===== src/rtl/cfg_pkg.sv =====
package cfg_pkg;
  localparam int DIV_W   = 9;
  localparam int SEL_W   = 2;
  localparam int TM_W    = 2;
  localparam int FRAME_W = TM_W + SEL_W + DIV_W;
  localparam logic [DIV_W-1:0] DIV_RESET = DIV_W'(200);

  // Field order matches the serial frame, test mode in the top bits.
  typedef struct packed {
    logic [TM_W-1:0]  tmode;
    logic [SEL_W-1:0] sel;
    logic [DIV_W-1:0] div;
  } cfg_t;

  typedef enum logic [TM_W-1:0] {
    TM_READBACK = 2'b00,
    TM_FORCE_HI = 2'b01,
    TM_FORCE_LO = 2'b10,
    TM_PARITY   = 2'b11
  } tmode_e;

  function automatic cfg_t frame_to_cfg(input logic [FRAME_W-1:0] frame);
    return cfg_t'(frame);
  endfunction

  function automatic logic status_value(input logic serial_mode,
                                        input logic [TM_W-1:0] tmode,
                                        input logic sh_top,
                                        input logic [DIV_W-1:0] div);
    if (!serial_mode) return 1'b0;
    case (tmode_e'(tmode))
      TM_READBACK: return sh_top;
      TM_FORCE_HI: return 1'b1;
      TM_FORCE_LO: return 1'b0;
      default:     return ^div;
    endcase
  endfunction
endpackage


===== src/rtl/cfg_sync_edge.sv =====
module cfg_sync_edge #(
  parameter int STAGES = 2
) (
  input  logic clk,
  input  logic rst_n,
  input  logic async_i,
  output logic level_o,
  output logic rise_o
);
  logic [STAGES:0] pipe;

  always_ff @(posedge clk or negedge rst_n) begin
    if (!rst_n) pipe <= '0;
    else        pipe <= {pipe[STAGES-1:0], async_i};
  end

  assign level_o = pipe[STAGES-1];
  assign rise_o  = pipe[STAGES-1] & ~pipe[STAGES];

  // An edge event lasts exactly one system-clock cycle (supports R2, R5).
  p_single_pulse_r2: assert property (@(posedge clk) disable iff (!rst_n)
    rise_o |=> !rise_o);
endmodule


===== src/rtl/cfg_shift_reg.sv =====
module cfg_shift_reg #(
  parameter int WIDTH = 13
) (
  input  logic             clk,
  input  logic             rst_n,
  input  logic             shift_en,
  input  logic             bit_i,
  output logic [WIDTH-1:0] frame_o
);
  always_ff @(posedge clk or negedge rst_n) begin
    if (!rst_n)        frame_o <= '0;
    else if (shift_en) frame_o <= {frame_o[WIDTH-2:0], bit_i};
  end

  // New bit enters at the bottom, older bits move one place up.
  p_shift_step_r4: assert property (@(posedge clk) disable iff (!rst_n)
    shift_en |=> (frame_o[0] == $past(bit_i)) &&
                 (frame_o[WIDTH-1:1] == $past(frame_o[WIDTH-2:0])));

  p_hold_idle_r11: assert property (@(posedge clk) disable iff (!rst_n)
    !shift_en |=> $stable(frame_o));
endmodule


===== src/rtl/synth_cfg_loader.sv =====
module synth_cfg_loader
  import cfg_pkg::*;
#(
  parameter int SYNC_STAGES = 2
) (
  input  logic             clk,
  input  logic             rst_n,
  input  logic             mr_i,
  input  logic             pload_i,
  input  logic [DIV_W-1:0] par_div_i,
  input  logic [SEL_W-1:0] par_sel_i,
  input  logic             ser_clk_i,
  input  logic             ser_data_i,
  input  logic             ser_load_i,
  output logic [DIV_W-1:0] fb_div_o,
  output logic [SEL_W-1:0] out_sel_o,
  output logic [TM_W-1:0]  test_mode_o,
  output logic             status_o,
  output logic             div_clear_o
);
  localparam int N_CTL   = 4;
  localparam int IX_PL   = 0;
  localparam int IX_SCLK = 1;
  localparam int IX_SLD  = 2;
  localparam int IX_MR   = 3;

  logic [N_CTL-1:0] ctl_async, ctl_level, ctl_rise;
  assign ctl_async = {mr_i, ser_load_i, ser_clk_i, pload_i};

  for (genvar g = 0; g < N_CTL; g++) begin : g_sync
    cfg_sync_edge #(.STAGES(SYNC_STAGES)) u_sync (
      .clk     (clk),
      .rst_n   (rst_n),
      .async_i (ctl_async[g]),
      .level_o (ctl_level[g]),
      .rise_o  (ctl_rise[g])
    );
  end

  // Named internal events for the assertions.
  logic serial_mode, par_load_ev, shift_ev, xfer_ev, sload_blocked_ev;
  assign serial_mode      = ctl_level[IX_PL];
  assign par_load_ev      = ctl_rise[IX_PL];
  assign shift_ev         = ctl_rise[IX_SCLK];
  assign xfer_ev          = ctl_rise[IX_SLD] & serial_mode & ~par_load_ev;
  assign sload_blocked_ev = ctl_rise[IX_SLD] & ~serial_mode;

  logic [FRAME_W-1:0] shreg;

  cfg_shift_reg #(.WIDTH(FRAME_W)) u_shift (
    .clk      (clk),
    .rst_n    (rst_n),
    .shift_en (shift_ev),
    .bit_i    (ser_data_i),
    .frame_o  (shreg)
  );

  cfg_t cfg_q;

  always_ff @(posedge clk or negedge rst_n) begin
    if (!rst_n) begin
      cfg_q <= '{tmode: '0, sel: '0, div: DIV_RESET};
    end else if (par_load_ev) begin
      cfg_q <= '{tmode: TM_READBACK, sel: par_sel_i, div: par_div_i};
    end else if (xfer_ev) begin
      cfg_q <= frame_to_cfg(shreg);
    end
  end

  assign fb_div_o    = cfg_q.div;
  assign out_sel_o   = cfg_q.sel;
  assign test_mode_o = cfg_q.tmode;
  assign status_o    = status_value(serial_mode, cfg_q.tmode, shreg[FRAME_W-1], cfg_q.div);
  assign div_clear_o = ctl_level[IX_MR];

  // a parallel load takes the pins and clears the test mode.
  p_par_capture_r2: assert property (@(posedge clk) disable iff (!rst_n)
    par_load_ev |=> (fb_div_o == $past(par_div_i)) && (out_sel_o == $past(par_sel_i))
                    && (test_mode_o == '0));

  // with no load event the configuration holds.
  p_hold_cfg_r3: assert property (@(posedge clk) disable iff (!rst_n)
    !par_load_ev && !xfer_ev |=> $stable(cfg_q));

  // a transfer strobe in parallel mode changes nothing.
  p_sload_ignored_r6: assert property (@(posedge clk) disable iff (!rst_n)
    sload_blocked_ev && !par_load_ev |=> $stable(cfg_q));

  // status low in parallel mode.
  p_status_low_r7: assert property (@(posedge clk) disable iff (!rst_n)
    !serial_mode |-> !status_o);

  // master reset never disturbs the configuration.
  p_mr_keeps_cfg_r10: assert property (@(posedge clk) disable iff (!rst_n)
    div_clear_o && !par_load_ev && !xfer_ev |=> $stable(cfg_q));
endmodule


===== config.mk =====
export PLATFORM = sky130hd
export DESIGN_NAME = synth_cfg_loader
export DESIGN_NICKNAME = d
export VERILOG_FILES = /design/src/rtl/cfg_pkg.sv /design/src/rtl/cfg_sync_edge.sv /design/src/rtl/cfg_shift_reg.sv /design/src/rtl/synth_cfg_loader.sv
export SDC_FILE = /design/constraint.sdc
export NUM_CORES = 1
export LEC_CHECK = 0
export BUFFER_PORTS_ARGS = -buffer_cell sky130_fd_sc_hd__buf_2
export CORE_UTILIZATION = 52
export CTS_CLUSTER_SIZE = 40
export DETAILED_ROUTE_END_ITERATION = 16
export PLACE_DENSITY_LB_ADDON = 0.2
export SLEW_MARGIN = 20
export SYNTH_ARGS = -nofsm -noshare
export SYNTH_HDL_FRONTEND = slang
export SYNTH_SLANG_ARGS = --single-unit

===== constraint.sdc =====
create_clock -name clk -period 1.75 [get_ports clk]
set_input_delay 0.175 -clock clk [delete_from_list [all_inputs] [get_ports clk]]
set_output_delay 0.175 -clock clk [all_outputs]
set_load 0.005 [all_outputs]

-- Word-level counts from Yosys, hierarchy flattened
Index checks and enable logic that the tools add are counted.
- flip-flop bits (word level): 37
- bits in latches: 0
- RAM bits: 0
- ROM bits: 0
- output and inout port bits: 15
- word-level logic and storage cells: 26
- memories kept: 0
- add/subtract/negate cells: 0
- multiply operators: 0
- div/mod/pow operators: 0
- $lt $le $gt $ge: 0
- equal/unequal tests: 2
- shift operators: 0
- multiplexer cells: 4
- bitwise logic cells: 9
- reductions and logical operators: 3
- operators with widths (cell ; count):
    13-bit 2-to-1 mux ; 2
    9-bit XOR reduction ; 1
    1-bit AND ; 5
    1-bit NOT ; 4
    1-bit case mux with 3 select lines ; 1
    2-bit by 1-bit equality test with 1-bit output, second input constant ; 1
    2-bit equality test, second input constant ; 1
    2-bit logical NOT ; 1
    2-bit nonzero test ; 1
    1-bit 2-to-1 mux ; 1

-- Depth between registers and ports, before layout
- depth in word-level cells: 6
- gate-level depth with buffers: 4
- gate-level depth less buffers: 4

-- Cells and area by module
Synthesis repeated with hierarchy kept, for this count alone.
- cell total of the unflattened synthesis: 111
- area, all modules: 1557.7 µm²
- by module, submodules not included (module ; instances ; cells each ; area each (µm²) ; seq. area each (µm²)):
    synth_cfg_loader ; 1 ; 68 ; 681.9 ; 329.1
    cfg_shift_reg ; 1 ; 27 ; 520.5 ; 325.3
    cfg_sync_edge ; 4 ; 4 ; 88.8 ; 75.1

-- Worst setup path before layout
OpenSTA, ideal clock, no wires.
- path kind: reg-to-output
- start: register cfg_q, in the netlist fb_div_o[6]
- end: output port status_o
- data arrival time: 1.294 ns
- data required time: 1.575 ns
- setup slack: 0.281 ns
- stages on the path, launching flop included: 5
- path buffers: 0
- path through: dfstp_2 xnor2_1 xnor3_1 xnor2_1 a21oi_1
- longest elaborated chain between the ends: 3
- ends and longest elaborated chain (what ; line ; source):
    start: declaration ; synth_cfg_loader.sv:58 ; cfg_t cfg_q;
    start signal: assignment ; synth_cfg_loader.sv:62 ; cfg_q <= '{tmode: '0, sel: '0, div: DIV_RESET};
    start signal: assignment ; synth_cfg_loader.sv:64 ; cfg_q <= '{tmode: TM_READBACK, sel: par_sel_i, div: par_div_i};
    start signal: assignment ; synth_cfg_loader.sv:66 ; cfg_q <= frame_to_cfg(shreg);
    9-bit XOR reduction ; cfg_pkg.sv:35 ; default: return ^div;
    1-bit case mux with 3 select lines ; cfg_pkg.sv:31 ; case (tmode_e'(tmode))
    1-bit 2-to-1 mux ; cfg_pkg.sv:31 ;
    end: declaration ; synth_cfg_loader.sv:18 ; output logic status_o,
Every way passes these cells.

-- Worst setup path after layout
- start: register cfg_q, in the netlist fb_div_o[2]
- end: output port status_o
Same word-level chain as after synthesis.

==> flow_metrics.py <==
metrics = {
    "power_and_ir_drop": {
        "ir_drop_mv": 0.814,
        "power_mw": 2.21,
        "power.leakage_nw": 0.928,
        "powerDensity_nw_per_um2": 1230,
    },
    "routing": {
        "final_antenna_net_count": 0,
        "drc": 0,
        "routed_wl_um": 2510,
        "dr.pass1.iters": 4,
        "wl_per_cell_um": 13.7,
        "vias": 944,
        "drt_iter0_markers": 7,
        "viasPerCell": 5.16,
    },
    "critical_path": {
        "r2r_slack_ps": 580,
        "crit_fanout": 2,
        "worstSetupPathType": "reg2out",
        "cp.required_ps": 1570,
        "arrival_ps": 1760,
        "endpoint_kind": "primary output",
        "start_kind": "flop",
    },
    "timing": {
        "post-route-min-period_ps": 1930,
        "tns_ps": -180,
        "worst_slew_pin_slew_ps": 806,
        "setup_viol": 1,
        "hold_viol": 0,
        "fmax_mhz": 518,
        "period_share_pct": 110,
        "skew_ps": 6.29,
        "slew_viol_final": 0,
        "rsz0062_at_grt": "yes",
        "worst_slack_ps": -180,
        "whs_ps": 32.2,
        "max_slew_margin_pct": 46.3,
    },
    "clocking": {
        "tritoncts.num_buffers": 5,
        "clk_latency_ps": 340,
        "htreeDepth": 2,
        "cts_tree": "built",
        "clock-sinks": 37,
        "path_clk_slew_ps": 100,
        "ctsLongestPathBuffers": 2,
        "root_buffer": "clkbuf_4",
    },
    "grt": {
        "antenna_found_initial": 0,
        "grt.overflow.total": 0,
        "grt_pass1_vias": 862,
        "grt_usage_pct": 20.8,
        "grt_pass1_wl_um": 4010,
        "grt_max_degree": 38,
    },
    "floorplan": {
        "die_area_um2": 2990,
        "dieHeight_um": 54.7,
        "start_util_pct": 56.6,
        "num_rows": 18,
        "coreArea_um2": 2540,
        "die_width_um": 54.7,
        "design.portCount": 33,
    },
    "yosys": {
        "ys.flop_type": "dfrtp_1",
        "yosys-top-cells-count": "dfrtp_1 (34), mux2_2 (13), mux2i_1 (13)",
        "synth.distinct_cells": 16,
        "synth-seq-cells": 37,
        "synthCells": 104,
        "yosysTopAreaCell": "dfrtp_1",
        "synth_most_common_cell": "dfrtp_1",
        "avgSynthCellArea_um2": 13.9,
        "synth_top_cell_area_share_pct": 59.0,
        "synth_edf_count": 0,
        "synth_nets": 122,
        "ys_seq_area_share_pct": 64.5,
        "synth.area.top_cells": "dfrtp_1 (59%), mux2_2 (10%), mux2i_1 (9.0%)",
        "synth_area_um2": 1440,
        "synth_async_sr_flop_share_pct": 100,
        "yosysWarnings": 0,
    },
    "placement": {
        "dpl.hpwl_um": 1670,
        "numPortBuffers": 32,
        "gp_congestion": 0.667,
        "place_area_um2": 1660,
        "dp.cells": 167,
        "place_ws_ps": 133,
    },
    "run_status": {
        "violations": "negative setup slack",
        "status": "complete, but fails checks",
    },
    "layout": {
        "fin_cells": 183,
        "final_layout_size_suffix_gt1_share_pct": 41.2,
        "layout.nets": 170,
        "utilization_pct": 70.6,
        "area_growth_pct": 24.6,
        "final_cell_area_um2": 1800,
        "diodes": 0,
    },
    "min_path": {
        "hp-class": "in2reg",
    },
    "flow_run": {
        "max-cap-violations": 0,
    },
}
layer usage:
layer | routed length [um] | vias up | track usage, % | share of wire, %
met5 | 0 | - | 0 | 0
met4 | 57 | 0 | 11.5 | 2.3
met3 | 144 | 7 | 8.33 | 5.7
met2 | 1170 | 34 | 30.1 | 47
met1 | 1140 | 454 | 26.3 | 45
li1 | - | 449 | - | -
logic make-up after synthesis:
group / count (synthesis) / synth area share, %
xor+xnor: 7 / 5.21
mux: 26 / 19.2
buf+inv: 4 / 1.39
flops: 37 / 64.5
compound gates: 13 / 4.51
simple gates: 17 / 5.21
worst max-delay path, stage by stage (launching register included):
cell and delay [ps]:
dfrtp_1 410, xor2_1 180, xnor3_1 430, xnor2_1 140, a21oi_1 130, buf_2 130
worst paths after layout:
kind	startpoint	to	cells past startpoint
setup / recovery	fb_div_o[2]	status_o	5
hold / removal	par_sel_i[0]	out_sel_o[0]	3
max in group asynchronous	rst_n	g_sync[1].u_sync.pipe[1]	2
min in group asynchronous	rst_n	fb_div_o[2]	2
setup reg to reg	g_sync[1].u_sync.pipe[1]	u_shift.frame_o[11]	3
hold reg to reg	g_sync[3].u_sync.pipe[0]	g_sync[3].u_sync.pipe[1]	0
flip-flops by register name (all words and copies together), names as in the netlist:
signal              flops
g_sync.u_sync.pipe     11
u_shift.frame_o        13
test_mode_o             2
fb_div_o                9
out_sel_o               2
where the power goes:
part	leakage [nW]	internal (mW)	switching, mW
registers	0.445	1.06	0.150
clock network	0.0326	0.198	0.263
logic	0.451	0.345	0.193
total	0.928	1.61	0.606
cells in the final DEF, fill, tap and decap left out:
cell / n
clkbuf_1: 2
dlygate4sd3_1: 5
nor2b_1: 3
clkbuf_4: 5
xnor3_1: 1
a21oi_1: 1
buf_2: 32
clkbuf_8: 1
nor2_1: 2
buf_4: 8
nand3b_1: 1
dfstp_2: 3
mux2_2: 13
xnor2_2: 1
xor2_1: 2
xnor2_1: 3
nand2_1: 11
dfrtp_1: 34
mux2i_1: 13
o21ai_0: 12
final cells by class:
type	instances	area, um2
clock buffers	8	58.8
fillers	216	749
multi-input cells	63	499
flip-flops and latches	37	930
well taps	30	37.5
repair buffers	45	270
repair_timing:
action / in CTS / in global routing
hold endpoints to repair: 38 / 0
resized for setup: 1 / 0
hold buffers: 5 / 0
endpoints found under the setup margin: 1 / 1
buffers inserted: 3 / 0
pin swaps: 3 / 1
Note: power is estimated with default switching activity, not from simulation.
